--- config.mk ---
export PLATFORM = sky130hd
export DESIGN_NAME = interval_timer
export DESIGN_NICKNAME = d
export VERILOG_FILES = /design/src/rtl/pit_pkg.sv /design/src/rtl/pit_decode.sv /design/src/rtl/pit_channel.sv /design/src/rtl/interval_timer.sv
export SDC_FILE = /design/constraint.sdc
export NUM_CORES = 1
export LEC_CHECK = 0
export ABC_AREA = 1
export BUFFER_PORTS_ARGS = -buffer_cell sky130_fd_sc_hd__buf_2
export CORE_UTILIZATION = 60
export CTS_CLUSTER_DIAMETER = 80
export DETAILED_ROUTE_END_ITERATION = 12
export GPL_ROUTABILITY_DRIVEN = 1
export PLACE_DENSITY = 0.89
export RECOVER_POWER = 25
export REMOVE_ABC_BUFFERS = 1
export SKIP_LAST_GASP = 1
export SYNTH_ARGS = -nofsm -noshare
export SYNTH_HDL_FRONTEND = slang
export SYNTH_SLANG_ARGS = --single-unit
--- constraint.sdc ---
create_clock -name clk -period 2.3 [get_ports clk]
set_clock_uncertainty 0.1 [all_clocks]
set_input_delay 0.345 -clock clk [delete_from_list [all_inputs] [get_ports clk]]
set_output_delay 0.345 -clock clk [all_outputs]
set_load 0.05 [all_outputs]
--- src/rtl/pit_pkg.sv ---
package pit_pkg;
    localparam int NCH   = 3;
    localparam int CNT_W = 16;
    localparam int DIGS  = CNT_W / 4;
    localparam logic [1:0] CTL_ADDR = 2'd3;

    typedef enum logic [1:0] {
        ACC_LATCH = 2'd0,
        ACC_LO    = 2'd1,
        ACC_HI    = 2'd2,
        ACC_WORD  = 2'd3
    } acc_e;

    typedef struct packed {
        logic [1:0] sel;
        acc_e       acc;
        logic [2:0] mode;
        logic       bcd;
    } ctrl_s;

    typedef struct packed {
        acc_e       acc;
        logic [2:0] mode;
        logic       bcd;
    } chcfg_s;

    function automatic logic [CNT_W-1:0] cnt_dec(input logic [CNT_W-1:0] v, input logic bcd);
        logic [CNT_W-1:0] r;
        logic borrow;
        if (!bcd) return v - 1'b1;
        borrow = 1'b1;
        for (int d = 0; d < DIGS; d++) begin
            if (!borrow) begin
                r[d*4 +: 4] = v[d*4 +: 4];
            end else if (v[d*4 +: 4] == 4'd0) begin
                r[d*4 +: 4] = 4'd9;
                borrow = 1'b1;
            end else begin
                r[d*4 +: 4] = v[d*4 +: 4] - 4'd1;
                borrow = 1'b0;
            end
        end
        return r;
    endfunction
endpackage

--- src/rtl/pit_decode.sv ---
module pit_decode
    import pit_pkg::*;
(
    input  logic           clk,
    input  logic           rst,
    input  logic           cs_n,
    input  logic           rd_n,
    input  logic           wr_n,
    input  logic [1:0]     addr,
    input  logic [7:0]     din,
    output logic [NCH-1:0] cfg_we,
    output logic [NCH-1:0] latch,
    output logic [NCH-1:0] wr_byte,
    output logic [NCH-1:0] rd_byte,
    output chcfg_s         cfg,
    output logic           oe
);
    ctrl_s cw;
    logic  wr_act, rd_act, is_ctl, mode_ok;

    assign cw      = ctrl_s'(din);
    assign wr_act  = !cs_n && !wr_n;
    assign rd_act  = !cs_n && !rd_n;
    assign is_ctl  = (addr == CTL_ADDR);
    assign mode_ok = (cw.mode == 3'd0) || (cw.mode[1:0] == 2'b10);
    assign cfg     = '{acc: cw.acc, mode: cw.mode, bcd: cw.bcd};
    assign oe      = rd_act;

    for (genvar i = 0; i < NCH; i++) begin : g_sel
        logic hit;
        assign hit        = wr_act && is_ctl && (cw.sel == 2'(i));
        assign wr_byte[i] = wr_act && (addr == 2'(i));
        assign rd_byte[i] = rd_act && (addr == 2'(i));
        assign latch[i]   = hit && (cw.acc == ACC_LATCH);
        assign cfg_we[i]  = hit && (cw.acc != ACC_LATCH) && mode_ok;
    end


    one_action_chk: assert property (@(posedge clk) disable iff (rst)
        !(wr_act && rd_act) |-> $onehot0({cfg_we, latch, wr_byte, rd_byte}));
endmodule

--- src/rtl/pit_channel.sv ---
module pit_channel
    import pit_pkg::*;
(
    input  logic       clk,
    input  logic       rst,
    input  logic       cfg_we,
    input  chcfg_s     cfg_in,
    input  logic       latch_cmd,
    input  logic       wr_byte,
    input  logic       rd_byte,
    input  logic [7:0] din,
    input  logic       tick,
    input  logic       gate,
    output logic [7:0] dout,
    output logic       out
);
    chcfg_s           cfg;
    logic [CNT_W-1:0] ce, cr, olatch, rd_src, dec;
    logic [7:0]       lo_buf;
    logic             latched, wptr, rptr, armed, loadpend, tick_q;
    logic             step, rate, hi_sel, read_last;

    assign step      = tick && !tick_q;
    assign rate      = cfg.mode[1];
    assign dec       = cnt_dec(ce, cfg.bcd);
    assign rd_src    = latched ? olatch : ce;
    assign hi_sel    = (cfg.acc == ACC_HI) || (cfg.acc == ACC_WORD && rptr);
    assign dout      = hi_sel ? rd_src[15:8] : rd_src[7:0];
    assign read_last = rd_byte && (cfg.acc != ACC_WORD || rptr);

    always_ff @(posedge clk) begin
        if (rst) begin
            cfg      <= '{acc: ACC_WORD, mode: 3'd0, bcd: 1'b0};
            ce       <= '0;
            cr       <= '0;
            olatch   <= '0;
            lo_buf   <= '0;
            latched  <= 1'b0;
            wptr     <= 1'b0;
            rptr     <= 1'b0;
            armed    <= 1'b0;
            loadpend <= 1'b0;
            tick_q   <= 1'b0;
            out      <= 1'b0;
        end else begin
            tick_q <= tick;
            if (cfg_we) begin
                cfg      <= cfg_in;
                wptr     <= 1'b0;
                rptr     <= 1'b0;
                latched  <= 1'b0;
                armed    <= 1'b0;
                loadpend <= 1'b0;
                out      <= cfg_in.mode[1];
            end else begin
                // counting side first, so a load completing in the same cycle wins
                if (rate && !gate) begin
                    out <= 1'b1;
                end
                if (step) begin
                    if (loadpend) begin
                        ce       <= cr;
                        loadpend <= 1'b0;
                    end else if (armed && gate) begin
                        if (rate) begin
                            if (ce == 16'd2) begin
                                ce  <= 16'd1;
                                out <= 1'b0;
                            end else if (ce == 16'd1) begin
                                ce  <= cr;
                                out <= 1'b1;
                            end else begin
                                ce <= dec;
                            end
                        end else begin
                            ce <= dec;
                            if (ce == 16'd1) out <= 1'b1;
                        end
                    end
                end
                // bus side
                if (latch_cmd && !latched) begin
                    olatch  <= ce;
                    latched <= 1'b1;
                end
                if (rd_byte) begin
                    if (cfg.acc == ACC_WORD) rptr <= !rptr;
                    if (read_last) latched <= 1'b0;
                end
                if (wr_byte) begin
                    if (cfg.acc == ACC_WORD && !wptr) begin
                        lo_buf <= din;
                        wptr   <= 1'b1;
                    end else begin
                        unique case (cfg.acc)
                            ACC_LO:  cr <= {8'h00, din};
                            ACC_HI:  cr <= {din, 8'h00};
                            default: cr <= {din, lo_buf};
                        endcase
                        wptr  <= 1'b0;
                        armed <= 1'b1;
                        if (!rate || !armed) loadpend <= 1'b1;
                        if (!rate) out <= 1'b0;
                    end
                end
            end
        end
    end


    rate_low_chk: assert property (@(posedge clk) disable iff (rst)
        (rate && !out) |-> (ce == 16'd1));


    oneshot_armed_chk: assert property (@(posedge clk) disable iff (rst)
        (!rate && out) |-> (armed && !loadpend));


    reload_chk: assert property (@(posedge clk) disable iff (rst)
        (rate && armed && !loadpend && gate && step && ce == 16'd1 && !cfg_we && !wr_byte)
        |=> (ce == $past(cr)));


    latch_hold_chk: assert property (@(posedge clk) disable iff (rst)
        (latched && !cfg_we && !rd_byte) |=> (latched && $stable(olatch)));
endmodule

--- src/rtl/interval_timer.sv ---
module interval_timer
    import pit_pkg::*;
(
    input  logic           clk,
    input  logic           rst,
    input  logic           cs_n,
    input  logic           rd_n,
    input  logic           wr_n,
    input  logic [1:0]     addr,
    input  logic [7:0]     din,
    output logic [7:0]     dout,
    output logic           dout_oe,
    input  logic [NCH-1:0] ch_clk,
    input  logic [NCH-1:0] ch_gate,
    output logic [NCH-1:0] ch_out
);
    logic [NCH-1:0] cfg_we, latch, wr_byte, rd_byte;
    chcfg_s         cfg;
    logic [7:0]     ch_dout [NCH];

    pit_decode u_dec (
        .clk(clk), .rst(rst), .cs_n(cs_n), .rd_n(rd_n), .wr_n(wr_n),
        .addr(addr), .din(din), .cfg_we(cfg_we), .latch(latch),
        .wr_byte(wr_byte), .rd_byte(rd_byte), .cfg(cfg), .oe(dout_oe)
    );

    for (genvar i = 0; i < NCH; i++) begin : g_ch
        pit_channel u_ch (
            .clk(clk), .rst(rst), .cfg_we(cfg_we[i]), .cfg_in(cfg),
            .latch_cmd(latch[i]), .wr_byte(wr_byte[i]), .rd_byte(rd_byte[i]),
            .din(din), .tick(ch_clk[i]), .gate(ch_gate[i]),
            .dout(ch_dout[i]), .out(ch_out[i])
        );
    end

    always_comb begin
        dout = 8'h00;
        if (dout_oe) begin
            unique case (addr)
                2'd0:    dout = ch_dout[0];
                2'd1:    dout = ch_dout[1];
                2'd2:    dout = ch_dout[2];
                default: dout = 8'h00;
            endcase
        end
    end
endmodule

Word level (Yosys, flattened, before mapping). Cells that the tools add are included.

$mul: 0. Order comparisons: 0. Reduce and logical (&&, ||, !) cells: 117. Equality and inequality tests: 24. Muxes and demuxes: 131. Add/subtract/negate cells: 15. Bitwise operators: 6. Shift operators: 0. Div/mod/pow operators: 0.

Operators with widths (count): 2-to-1 mux 16 bit (21); one-hot mux 16 bit (2 select lines) (3); 2-to-1 mux 4 bit (21); 2-to-1 mux 1 bit (81); equality test 16 x 1 -> 1 bit, second input constant (3); equality test 16 x 2 -> 1 bit, second input constant (3); zero test 4 bit (12); subtractor 16 x 1 -> 16 bit, second input constant (3); subtractor 4 x 1 -> 4 bit, second input constant (12); logical AND 1 bit (42); 2-to-1 mux 8 bit (4); AND reduction 3 bit (9); zero test 1 bit (24); one-hot mux 8 bit (3 select lines) (1); equality test 2 bit, second input constant (10); AND reduction 2 bit (9); equality test 2 x 1 -> 1 bit, second input constant (5); logical OR 1 bit (10); nonzero test 2 bit (4); zero test 2 bit (3); != test 2 bit, second input constant (3); inverter 1 bit (6); OR reduction 2 bit (3); zero test 3 bit (1).

Output and inout bits: 12. RAM bits: 0. Latch bits: 0. Memories kept: 0. Bits of input ports: 21. Logic and storage cells: 335. Flip-flop bits (word level): 204. Bits in read-only memories: 0.

Longest topological paths before layout. Gate-level depths: netlist of the first run.

Depth after elaboration: 14. Depth in mapped cells: 14. Depth with buffers taken out: 14.

By module. From an unflattened synthesis of the first run, not the netlist that was laid out.

Cells, all modules: 1812. Area, all modules: 11871.4 µm².

Modules (own cells, without submodules): pit_channel (g_ch[0].u_ch ...) (seq. area each 1341.3 µm², area each 3781.1 µm², instances 2, cells each 572); pit_channel (g_ch[2].u_ch) (seq. area each 1341.3 µm², area each 3822.4 µm², instances 1, cells each 573); interval_timer (seq. area each 0.0 µm², area each 267.8 µm², instances 1, cells each 54); pit_decode (seq. area each 0.0 µm², area each 219.0 µm², instances 1, cells each 41).

Worst setup path before layout of the first run. No wires, ideal clock.

Path kind: reg2out. Start point: register g_ch[1].u_ch.cfg[4] in the netlist's numbering. End point: output dout[5]. Cell stages (with the launch flop): 11. Path buffers: 1. Required time: 1855 ps. Data arrival time: 1838 ps. Slack: 17 ps. Path through: dfxtp_1 -> ha_1 -> inv_1 -> o21bai_1 -> clkbuf_1 -> nor2_1 -> a211oi_1 -> o21ai_0 -> nand2_1 -> o21ai_0 -> inv_1.

Cells in the longest elaborated chain, start to end: 6. Elaborated cells between the ends (all ways): 7. Classes of those cells: 2 x eq/ne; 3 x mux; 2 x reduce/logical.

RTL lines: from (decl) (line pit_channel.sv:17) `chcfg_s cfg;`; from (signal assigned) (line pit_channel.sv:33) `cfg <= '{acc: ACC_WORD, mode: 3'd0, bcd: 1'b0};`; from (signal assigned) (line pit_channel.sv:48) `cfg <= cfg_in;`; equality test 2 bit (line pit_channel.sv:27) `assign hi_sel = (cfg.acc == ACC_HI) || (cfg.acc == ACC_WORD && rptr);`; logical AND 1 bit (line pit_channel.sv:27); logical OR 1 bit (*) (line pit_channel.sv:27); 2-to-1 mux 8 bit (*) (line pit_channel.sv:28) `assign dout = hi_sel ? rd_src[15:8] : rd_src[7:0];`; one-hot mux 8 bit (3 select lines) (*) (line interval_timer.sv:39) `unique case (addr)`; 2-to-1 mux 8 bit (*) (line interval_timer.sv:38) `if (dout_oe) begin`; to (decl) (line interval_timer.sv:11) `output logic [7:0] dout,`.

Every way passes the cells marked *; elsewhere a longest branch is shown, timed or not.

Final worst setup path of the first run.
Start point: register g_ch[1].u_ch.cfg[4] in the netlist's numbering. End point: output dout[6].

Same word-level chain as after synthesis.

==> flow_metrics.env, run 1 <==
export IMPL_boundaryPins=33
export IMPL_instances_no_fill=2153
export IMPL_failed_checks="negative setup slack"
export IMPL_cts_reportedPaths_clkPinSlew_ns=0.06
export IMPL_syn_inst=1814
export IMPL_cts_buffers=22
export IMPL_rsz0062_at_grt="yes"
export IMPL_postSynthAreaPerCell_um2=6.582
export IMPL_drc=0
export IMPL_cp_max_fo=14
export IMPL_synth_top_family_by_area="simple AND/OR/NAND/NOR gates"
export IMPL_p_per_area_mw_per_mm2=549.5
export IMPL_root_buffer="clkbuf_16"
export IMPL_num_vias=13412
export IMPL_p_int_mw=5.640
export IMPL_die_width_um=143.1
export IMPL_maxSlewViolCount=0
export IMPL_status="complete, but fails checks"
export IMPL_ant_nets=0
export IMPL_place_inst=2103
export IMPL_synth_compound_area_share_pct=25.64
export IMPL_worst_slew_pin_slew_ns=1.145
export IMPL_yosys_register_bits=201
export IMPL_grt_use_met1_pct=47.26
export IMPL_arrival_ns=2.37
export IMPL_start_util_pct=61.35
export IMPL_antenna_found_initial=0
export IMPL_gr_total_overflow=0
export IMPL_firstDrtPassIters=8
export IMPL_crit_type="reg2out"
export IMPL_yosys_area_share_simple_pct=26.78
export IMPL_synthXorXnorAreaFrac_pct=1.100
export IMPL_setup_tns_final_ns=-3.793
export IMPL_grt_total_usage_pct=38.81
export IMPL_nNetsFinal=1914
export IMPL_routedWlPerCell_um=18.58
export IMPL_via_per_inst=6.229
export IMPL_hold_viol_final=0
export IMPL_diodes=0
export IMPL_timing_rr_start="g_ch[2].u_ch.ce[6]"
export IMPL_seq_area_mm2=0.004038
export IMPL_grt_pass1_vias=12342
export IMPL_floorplan_rows=51
export IMPL_synth_edf_count=0
export IMPL_fillCellCount=1508
export IMPL_hold_path_class="in2reg"
export IMPL_fmaxAchievable_mhz=355.1
export IMPL_core_area_mm2=0.01946
export IMPL_cts_tree="yes"
export IMPL_areaGrowthSynthToFinish_pct=15.97
export IMPL_setup_slack_ns=-0.5162
export IMPL_h_tree_depth=1
export IMPL_startpoint_type="flip-flop"
export IMPL_place_gp_congestion=0.9919
export IMPL_grt_max_degree=46
export IMPL_ys_seq_area_share_pct=33.70
export IMPL_max_slew_margin_pct=23.69
export IMPL_hpwl_um=27770
export IMPL_drv_cap=0
export IMPL_max_vdd_ir_drop_mv=0.6710
export IMPL_die_area_mm2=0.02047
export IMPL_portBuffers=32
export IMPL_min_from="din[2]"
export IMPL_die_h_um=143.1
export IMPL_grt_pass1_wl_um=62470
export IMPL_clock_latency_ns=0.52
export IMPL_switching_power_mw=1.970
export IMPL_busiest_layer="met2"
export IMPL_pwr_share_seq_pct=46.4
export IMPL_grt_util_met3_pct=7.814
export IMPL_mappedNetlistArea_mm2=0.01194
export IMPL_p_comb_share_pct=7.5
export IMPL_synthAdderAreaFrac_pct=2.201
export IMPL_setup_viol=8
export IMPL_ys_flop_type="dfxtp_1"
export IMPL_async_flop_share_pct=0
export IMPL_p_clk_share_pct=46.2
export IMPL_gr_usage_met2_pct=63.18
export IMPL_period_needed_ns=2.816
export IMPL_cts_buffer_depth=3
export IMPL_total_power_mw=7.609
export IMPL_numClockSinks=201
export IMPL_synthMuxAreaShare_pct=0
export IMPL_worstPathRequired_ns=1.86
export IMPL_layout_drive_gt1_share_pct=15.15
export IMPL_pre_cts_ws_ns=-0.1476
export IMPL_p_leak_nw=5.880
export IMPL_swShare_pct=25.88
export IMPL_crit_path_end_kind="primary output"
export IMPL_fin_crit_sh_pct=122.4
export IMPL_yosysUniqueCellTypes=47
export IMPL_wirelength_um=40010
export IMPL_drtIter0Drc=1815
export IMPL_multi_input_area_mm2=0.006848
export IMPL_yosys_warnings=0
export IMPL_cp_startpoint="g_ch[1].u_ch.cfg[4]"
[critical path: stages, from the launching register on]
cell and delay (ns):
dfxtp_4 0.38, inv_4 0.05, ha_4 0.15, o21bai_4 0.19, buf_12 0.16, o21ai_1 0.16, a21oi_1 0.08, o21ai_1 0.18
o31ai_1 0.12, o21ai_1 0.17, inv_1 0.07, buf_6 0.15
[layout make-up]
type                            count  area share [%]
Sequential cell                   201           29.16
Multi-Input combinational cell   1297           49.45
Timing Repair Buffer              132           7.915
Tap cell                          265           2.395
Inverter                          218           5.937
Clock inverter                     11          0.6054
Clock buffer                       29           4.536
[routing by layer]
layer	up-vias	wire length, um
li1	6200	-
met1	6049	14530
met2	924	18150
met3	239	4697
met4	0	2638
met5	-	0
[placed cells by master, fill, tap and decap left out, types with 7 or more instances in the layout]
master	Yosys	routed
nand2_1	326	326
a21oi_1	222	218
dfxtp_1	201	194
inv_1	191	193
o21ai_0	207	176
nor2_1	163	158
nand3_1	114	112
buf_4	7	81
o21ai_1	13	37
nand4_1	30	30
nor2_2	19	23
clkbuf_16	0	23
a211oi_1	28	22
inv_2	23	21
buf_2	19	19
o211ai_1	18	18
o32ai_1	18	18
a31oi_1	17	17
xor2_1	15	15
ha_1	21	15
nor2_4	12	13
nor3_1	13	13
clkbuf_1	59	12
nand2_2	11	11
o21ai_2	3	9
buf_6	3	9
clkinvlp_4	0	7
[power by group through the flow]
stage	Clock [mW]	Combinational [mW]	Sequential, mW
after global routing	3.65	0.605	3.53
final	3.51	0.569	3.53
after floorplan	0	0.269	3.60
after global placement	0	0.480	3.61
after detailed placement	0	0.495	3.61
after CTS	3.50	0.535	3.53
[flip-flops by register name (all words and copies together), names as in the netlist]
signal	flops
g_ch.u_ch.olatch	48
g_ch.u_ch.tick_q	3
g_ch.u_ch.cfg	12
g_ch.u_ch.ce	48
g_ch.u_ch.wptr	3
g_ch.u_ch.latched	3
g_ch.u_ch.loadpend	3
g_ch.u_ch.lo_buf	24
g_ch.u_ch.armed	3
g_ch.u_ch.out	3
g_ch.u_ch.rptr	3
g_ch.u_ch.cr	48
[cell usage after synthesis, types with 3 or more instances]
| cell | instances | area (um2) |
|---|---|---|
| clkinv_1 | 3 | 11.26 |
| a211oi_1 | 28 | 210.2 |
| clkbuf_1 | 59 | 221.5 |
| a21oi_1 | 222 | 1111 |
| nor2_4 | 12 | 135.1 |
| inv_2 | 23 | 86.33 |
| o21ai_2 | 3 | 26.28 |
| buf_2 | 19 | 95.09 |
| o22ai_1 | 5 | 31.28 |
| nand4_1 | 30 | 187.7 |
| nand2_4 | 5 | 56.30 |
| inv_1 | 191 | 716.9 |
| nor2_2 | 19 | 118.9 |
| o32ai_1 | 18 | 157.7 |
| buf_6 | 3 | 33.78 |
| a31oi_1 | 17 | 106.4 |
| o21ai_1 | 13 | 65.06 |
| nand2_1 | 326 | 1224 |
| buf_4 | 7 | 52.55 |
| nor2_1 | 163 | 611.8 |
| o21ai_0 | 207 | 1036 |
| nand3_2 | 3 | 30.03 |
| nand3_1 | 114 | 570.6 |
| nor3_1 | 13 | 65.06 |
| xor2_1 | 15 | 131.4 |
| o211ai_1 | 18 | 135.1 |
| o21bai_1 | 3 | 22.52 |
| buf_1 | 8 | 30.03 |
| or2_2 | 3 | 18.77 |
| nand2_2 | 11 | 68.82 |
| o21a_1 | 5 | 37.54 |
| ha_1 | 21 | 262.8 |
| dfxtp_1 | 201 | 4024 |
| o31ai_1 | 6 | 45.04 |
[timing repair]
item / CTS / global route
pin swaps: 17 / 11
hold buffers: 3 / 0
buffers inserted: 2 / 2
endpoints found under the setup margin: 8 / 23
gates resized for setup: 77 / 33
gates cloned: 3 / 0
endpoints found under the hold margin: 3 / 0
[worst paths after layout]
check | endpoint | slack [ns] | cells after the start
max | dout[6] | -0.52 | 11
min | g_ch[1].u_ch.cr[2] | 0.12 | 3
max reg2reg | g_ch[2].u_ch.ce[15] | 0.17 | 13
min reg2reg | g_ch[1].u_ch.lo_buf[2] | 0.35 | 2
[cell families after synthesis]
group / Yosys count
compound gates: 553
xor+xnor: 15
fa+ha+maj: 21
buf+inv: 316
flops: 201
simple gates: 708
[metrics by stage]
stage | hold WS (ns) | util [%] | area (um2)
floorplan | 0.3074 | - | 11500
global placement | 0.3321 | 65.45 | 12740
detailed placement | 0.3339 | 65.45 | 12740
CTS | 0.09067 | 70.70 | 13760
global route | 0.1042 | 71.15 | 13850
finish | 0.1172 | 71.15 | 13850
(Power assumes the default switching activity.)
==> run 2: changes to the inputs <==
--- a/config.mk
+++ b/config.mk
@@ -7,11 +7,11 @@
 export LEC_CHECK = 0
 export ABC_AREA = 1
 export BUFFER_PORTS_ARGS = -buffer_cell sky130_fd_sc_hd__buf_2
-export CORE_UTILIZATION = 60
+export CORE_UTILIZATION = 40
 export CTS_CLUSTER_DIAMETER = 80
 export DETAILED_ROUTE_END_ITERATION = 12
 export GPL_ROUTABILITY_DRIVEN = 1
-export PLACE_DENSITY = 0.89
+export PLACE_DENSITY = 0.67
 export RECOVER_POWER = 25
 export REMOVE_ABC_BUFFERS = 1
 export SKIP_LAST_GASP = 1
==> flow_metrics.env, run 2 (same netlist as run 1, synthesis figures left out) <==
export IMPL_die_width_um=174.8
export IMPL_cp_startpoint="g_ch[1].u_ch.cfg[4]"
export IMPL_cp_endpoint="dout[6]"
export IMPL_p_leak_nw=6.089
export IMPL_arrival_ns=2.35
export IMPL_max_vdd_ir_drop_mv=0.6319
export IMPL_max_slew_margin_pct=46.40
export IMPL_die_h_um=174.8
export IMPL_cts_tree="yes"
export IMPL_cts_buffer_depth=3
export IMPL_numClockSinks=201
export IMPL_period_needed_ns=2.792
export IMPL_root_buffer="clkbuf_16"
export IMPL_drv_cap=0
export IMPL_fmaxAchievable_mhz=358.2
export IMPL_h_tree_depth=1
export IMPL_fin_crit_sh_pct=121.4
export IMPL_cp_max_fo=15
export IMPL_gr_usage_met2_pct=42.46
export IMPL_setup_tns_final_ns=-3.641
export IMPL_cts_reportedPaths_clkPinSlew_ns=0.06
export IMPL_fillCellCount=2887
export IMPL_drc=0
export IMPL_core_area_mm2=0.02901
export IMPL_diodes=0
export IMPL_layout_drive_gt1_share_pct=16.76
export IMPL_min_from="din[6]"
export IMPL_total_power_mw=8.197
export IMPL_crit_path_end_kind="primary output"
export IMPL_grt_util_met3_pct=3.351
export IMPL_wirelength_um=40090
export IMPL_grt_pass1_vias=11751
export IMPL_routedWlPerCell_um=17.53
export IMPL_hold_path_class="in2reg"
export IMPL_status="complete, but fails checks"
export IMPL_antenna_found_initial=0
export IMPL_ff2ff_setup_slack_ns=0.15
export IMPL_busiest_layer="met2"
export IMPL_clock_latency_ns=0.54
export IMPL_place_gp_congestion=0.9283
export IMPL_grt_use_met1_pct=33.57
export IMPL_layout_common_cells="nand2_1 (327), a21oi_1 (217), dfxtp_1 (194)"
export IMPL_final_common_cell="nand2_1"
export IMPL_start_util_pct=41.15
export IMPL_nNetsFinal=1929
export IMPL_grt_max_degree=46
export IMPL_die_area_mm2=0.03054
export IMPL_worst_slew_pin_slew_ns=0.8040
export IMPL_gr_total_overflow=0
export IMPL_timing_rr_start="g_ch[1].u_ch.latched"
export IMPL_rr_worst_depth=4
export IMPL_setup_viol=8
export IMPL_rsz0062_at_grt="yes"
export IMPL_p_per_area_mw_per_mm2=570.1
export IMPL_rr_endpoint="g_ch[1].u_ch.olatch[12]"
export IMPL_boundaryPins=33
export IMPL_crit_type="reg2out"
export IMPL_failed_checks="negative setup slack"
export IMPL_firstDrtPassIters=5
export IMPL_hpwl_um=29580
export IMPL_via_per_inst=5.557
export IMPL_floorplan_rows=62
export IMPL_drtIter0Drc=1247
export IMPL_hold_viol_final=0
export IMPL_largestRegisters="g_ch.u_ch.ce x48, g_ch.u_ch.cr x48, g_ch.u_ch.olatch x48"
export IMPL_setup_slack_ns=-0.4917
export IMPL_areaGrowthSynthToFinish_pct=20.41
export IMPL_worstPathRequired_ns=1.86
export IMPL_maxSlewViolCount=0
export IMPL_ant_nets=0
export IMPL_grt_pass1_wl_um=62730
export IMPL_portBuffers=32
export IMPL_cts_buffers=24
export IMPL_num_vias=12709
export IMPL_grt_total_usage_pct=25.65
export IMPL_startpoint_type="flip-flop"
[run 2: routing by layer]
layer	vias to the layer above	wire [um]
met5	-	0
met4	0	1665
met3	79	2901
met2	495	18410
met1	5899	17120
li1	6236	-
[run 2: critical path: stages, from the launching register on]
cell and delay, ns:
dfxtp_4 0.38, inv_4 0.04, ha_4 0.15, o21bai_4 0.18, buf_12 0.15, o21ai_1 0.12, a21oi_1 0.06, o21ai_1 0.24
o31ai_2 0.12, o21ai_1 0.15, inv_1 0.06, buf_6 0.15
[run 2: layout make-up]
cell class	instances	area [um2]	share of cell area, %
clock buffer	33	704.4	4.900
clock inverter	9	140.1	0.9747
inverter	218	829.5	5.770
multi-input combinational	1297	6899	47.99
sequential	201	4048	28.15
tap	384	480.5	3.342
timing repair buffer	145	1276	8.877
[run 2: repair_timing]
action / in CTS / in global routing
endpoints found under the hold margin: 3 / 0
hold buffers: 3 / 0
buffers inserted: 5 / 4
setup endpoints to repair: 8 / 11
gates cloned: 4 / 3
gates resized for setup: 81 / 53
pin swaps: 22 / 24
[run 2: how the worst min path moves through the flow]
stage / endpoint / slack, ns / cells past startpoint
after floorplan: g_ch[1].u_ch.ce[1] / 0.31 / 1
after global placement: g_ch[1].u_ch.lo_buf[2] / 0.33 / 2
after detailed placement: g_ch[1].u_ch.lo_buf[2] / 0.33 / 2
after CTS: g_ch[0].u_ch.ce[12] / 0.05 / 2
after global routing: g_ch[0].u_ch.lo_buf[6] / 0.1 / 3
final: g_ch[0].u_ch.lo_buf[6] / 0.06 / 3
[run 2: stage by stage]
| step | util (%) | hold slack [ns] | worst slack [ns] | cells | cell area (um2) |
|---|---|---|---|---|---|
| 2_1_floorplan | - | 0.3074 | -0.6944 | 1716 | 11500 |
| 3_3_place_gp | 44.60 | 0.3311 | -0.1338 | 2227 | 12940 |
| 3_5_place_dp | 44.60 | 0.3338 | -0.1820 | 2227 | 12940 |
| 4_1_cts | 48.75 | 0.05001 | -0.4887 | 2280 | 14140 |
| 5_1_grt | 49.56 | 0.09745 | -0.6038 | 2287 | 14380 |
| 6_report | 49.56 | 0.06050 | -0.4917 | 2287 | 14380 |
[run 2: power by group]
part           switching, mW  internal (mW)  total [mW]
logic                  0.379          0.204       0.583
clock network           1.61           2.48        4.09
registers             0.0192           3.51        3.53
total                   2.01           6.19        8.20
==> run 3: changes to the inputs <==
--- a/config.mk
+++ b/config.mk
@@ -11,6 +11,7 @@
 export CTS_CLUSTER_DIAMETER = 80
 export DETAILED_ROUTE_END_ITERATION = 12
 export GPL_ROUTABILITY_DRIVEN = 1
+export MAX_ROUTING_LAYER = met4
 export PLACE_DENSITY = 0.67
 export RECOVER_POWER = 25
 export REMOVE_ABC_BUFFERS = 1
==> flow_metrics.env, run 3 (same netlist as run 1, synthesis figures left out) <==
export IMPL_core_area_mm2=0.02901
export IMPL_h_tree_depth=1
export IMPL_cts_tree="yes"
export IMPL_period_needed_ns=2.749
export IMPL_layout_drive_gt1_share_pct=15.67
export IMPL_numClockSinks=201
export IMPL_worstPathRequired_ns=1.86
export IMPL_start_util_pct=41.15
export IMPL_drc=0
export IMPL_setup_viol=8
export IMPL_holdPathEnd="g_ch[0].u_ch.lo_buf[6]"
export IMPL_crit_type="reg2out"
export IMPL_min_from="din[6]"
export IMPL_grt_total_usage_pct=26.15
export IMPL_hold_path_class="in2reg"
export IMPL_slowest_delay_ns=0.38
export IMPL_hold_path_depth=3
export IMPL_design_area_mm2=0.01417
export IMPL_rr_worst_depth=12
export IMPL_floorplan_rows=62
export IMPL_arrival_ns=2.30
export IMPL_rr_endpoint="g_ch[0].u_ch.ce[12]"
export IMPL_rsz0062_at_grt="yes"
export IMPL_grt_pass1_wl_um=62130
export IMPL_grt_pass1_vias=11742
export IMPL_fillCellCount=2901
export IMPL_cp_cell_sequence="inv_4 -> ha_4 -> o21bai_4 -> buf_12 -> buf_12 -> o211ai_1 -> nand2_1 -> o211ai_1 -> nand2_1 -> inv_2 -> buf_8"
export IMPL_ff2ff_setup_slack_ns=0.23
export IMPL_whs_ns=0.07269
export IMPL_ant_nets=0
export IMPL_grt_max_degree=41
export IMPL_largestRegisters="g_ch.u_ch.ce x48, g_ch.u_ch.cr x48, g_ch.u_ch.olatch x48"
export IMPL_die_area_mm2=0.03054
export IMPL_crit_path_end_kind="primary output"
export IMPL_boundaryPins=33
export IMPL_die_h_um=174.8
export IMPL_num_vias=12848
export IMPL_diodes=0
export IMPL_dpl_cell_area_mm2=0.01299
export IMPL_die_width_um=174.8
export IMPL_areaGrowthSynthToFinish_pct=18.68
export IMPL_drtIter0Drc=1340
export IMPL_p_per_area_mw_per_mm2=559.2
export IMPL_p_leak_nw=6.027
export IMPL_setup_slack_ns=-0.4494
export IMPL_via_per_inst=5.620
export IMPL_routedWlPerCell_um=17.41
export IMPL_hold_viol_final=0
export IMPL_firstDrtPassIters=6
export IMPL_gr_total_overflow=0
export IMPL_antenna_found_initial=0
export IMPL_status="complete, but fails checks"
export IMPL_cts_buffer_depth=3
export IMPL_root_buffer="clkbuf_16"
export IMPL_layout_common_cells="nand2_1 (327), a21oi_1 (222), dfxtp_1 (196)"
export IMPL_fin_util_pct=48.84
export IMPL_total_power_mw=7.925
export IMPL_drv_cap=0
export IMPL_final_common_cell="nand2_1"
export IMPL_fmaxAchievable_mhz=363.7
export IMPL_nNetsFinal=1930
export IMPL_portBuffers=32
export IMPL_failed_checks="negative setup slack"
export IMPL_cts_buffers=24
export IMPL_crit_buf_inv=5
export IMPL_place_gp_congestion=0.9486
export IMPL_clock_latency_ns=0.52
export IMPL_startpoint_type="flip-flop"
export IMPL_wirelength_um=39790
export IMPL_cp_slowest_cell="dfxtp_4"
export IMPL_cts_reportedPaths_clkPinSlew_ns=0.06
export IMPL_max_slew_margin_pct=46.78
export IMPL_cp_max_fo=7
export IMPL_worst_slew_pin_slew_ns=0.7954
export IMPL_timing_rr_start="g_ch[0].u_ch.ce[1]"
export IMPL_hpwl_um=29690
export IMPL_maxSlewViolCount=0
export IMPL_critPathTopFamily="compound AO/OA/AOI/OAI gates"
export IMPL_max_vdd_ir_drop_mv=0.7410
export IMPL_fin_crit_sh_pct=119.5
export IMPL_setup_tns_final_ns=-3.360
==> run 3: how the worst max path moves through the flow <==
stage,cells after the start,slack [ns],from,to
3_5_place_dp,11,-0.16,g_ch[1].u_ch.cfg[4],dout[6]
2_1_floorplan,9,-0.69,g_ch[1].u_ch.cfg[4],dout[6]
5_1_grt,12,-0.58,g_ch[1].u_ch.cfg[4],dout[1]
4_1_cts,13,-0.50,g_ch[1].u_ch.cfg[4],dout[0]
3_3_place_gp,11,-0.14,g_ch[1].u_ch.cfg[4],dout[6]
6_report,11,-0.45,g_ch[2].u_ch.cfg[4],dout[3]
==> run 3: final cells by class <==
cell class / instances / area, um2 / area share [%]
clock inverters: 7 / 91.34 / 0.6445
flip-flops and latches: 201 / 4040 / 28.51
multi-input cells: 1297 / 6844 / 48.30
repair buffers: 146 / 1195 / 8.432
clock buffers: 33 / 695.7 / 4.909
well taps: 384 / 480.5 / 3.390
inverters: 218 / 824.5 / 5.818
==> run 3: repair_timing <==
item	CTS	global route
cloned	2	3
hold buffers	3	0
endpoints found under the hold margin	3	0
endpoints found under the setup margin	8	10
buffers inserted	3	3
pin swaps	16	25
gates resized for setup	66	57
==> run 3: report_power, final <==
group | total [mW] | internal (mW) | switching (mW) | leakage [nW]
clock | 3.84 | 2.32 | 1.52 | 0.386
combinational | 0.557 | 0.187 | 0.370 | 4.02
sequential | 3.53 | 3.51 | 0.0184 | 1.62
==> run 3: tightest hold or removal path: stages <==
cell	delay, ns
buf_2	0.10
inv_1	0.09
a21oi_1	0.12
==> run 3: routing by layer <==
layer / part of all wire (%) / vias up / global-route usage (%)
li1: - / 6242 / -
met1: 42 / 5984 / 33.25
met2: 47 / 525 / 42.23
met3: 7.5 / 97 / 3.111
met4: 3.9 / 0 / 10.18
met5: 0 / - / -
==> run 3: stage by stage <==
step | setup WS, ns | std cells
floorplan | -0.6944 | 1716
finish | -0.4494 | 2286
global placement | -0.1393 | 2234
CTS | -0.5004 | 2282
global route | -0.5788 | 2286
detailed placement | -0.1569 | 2234
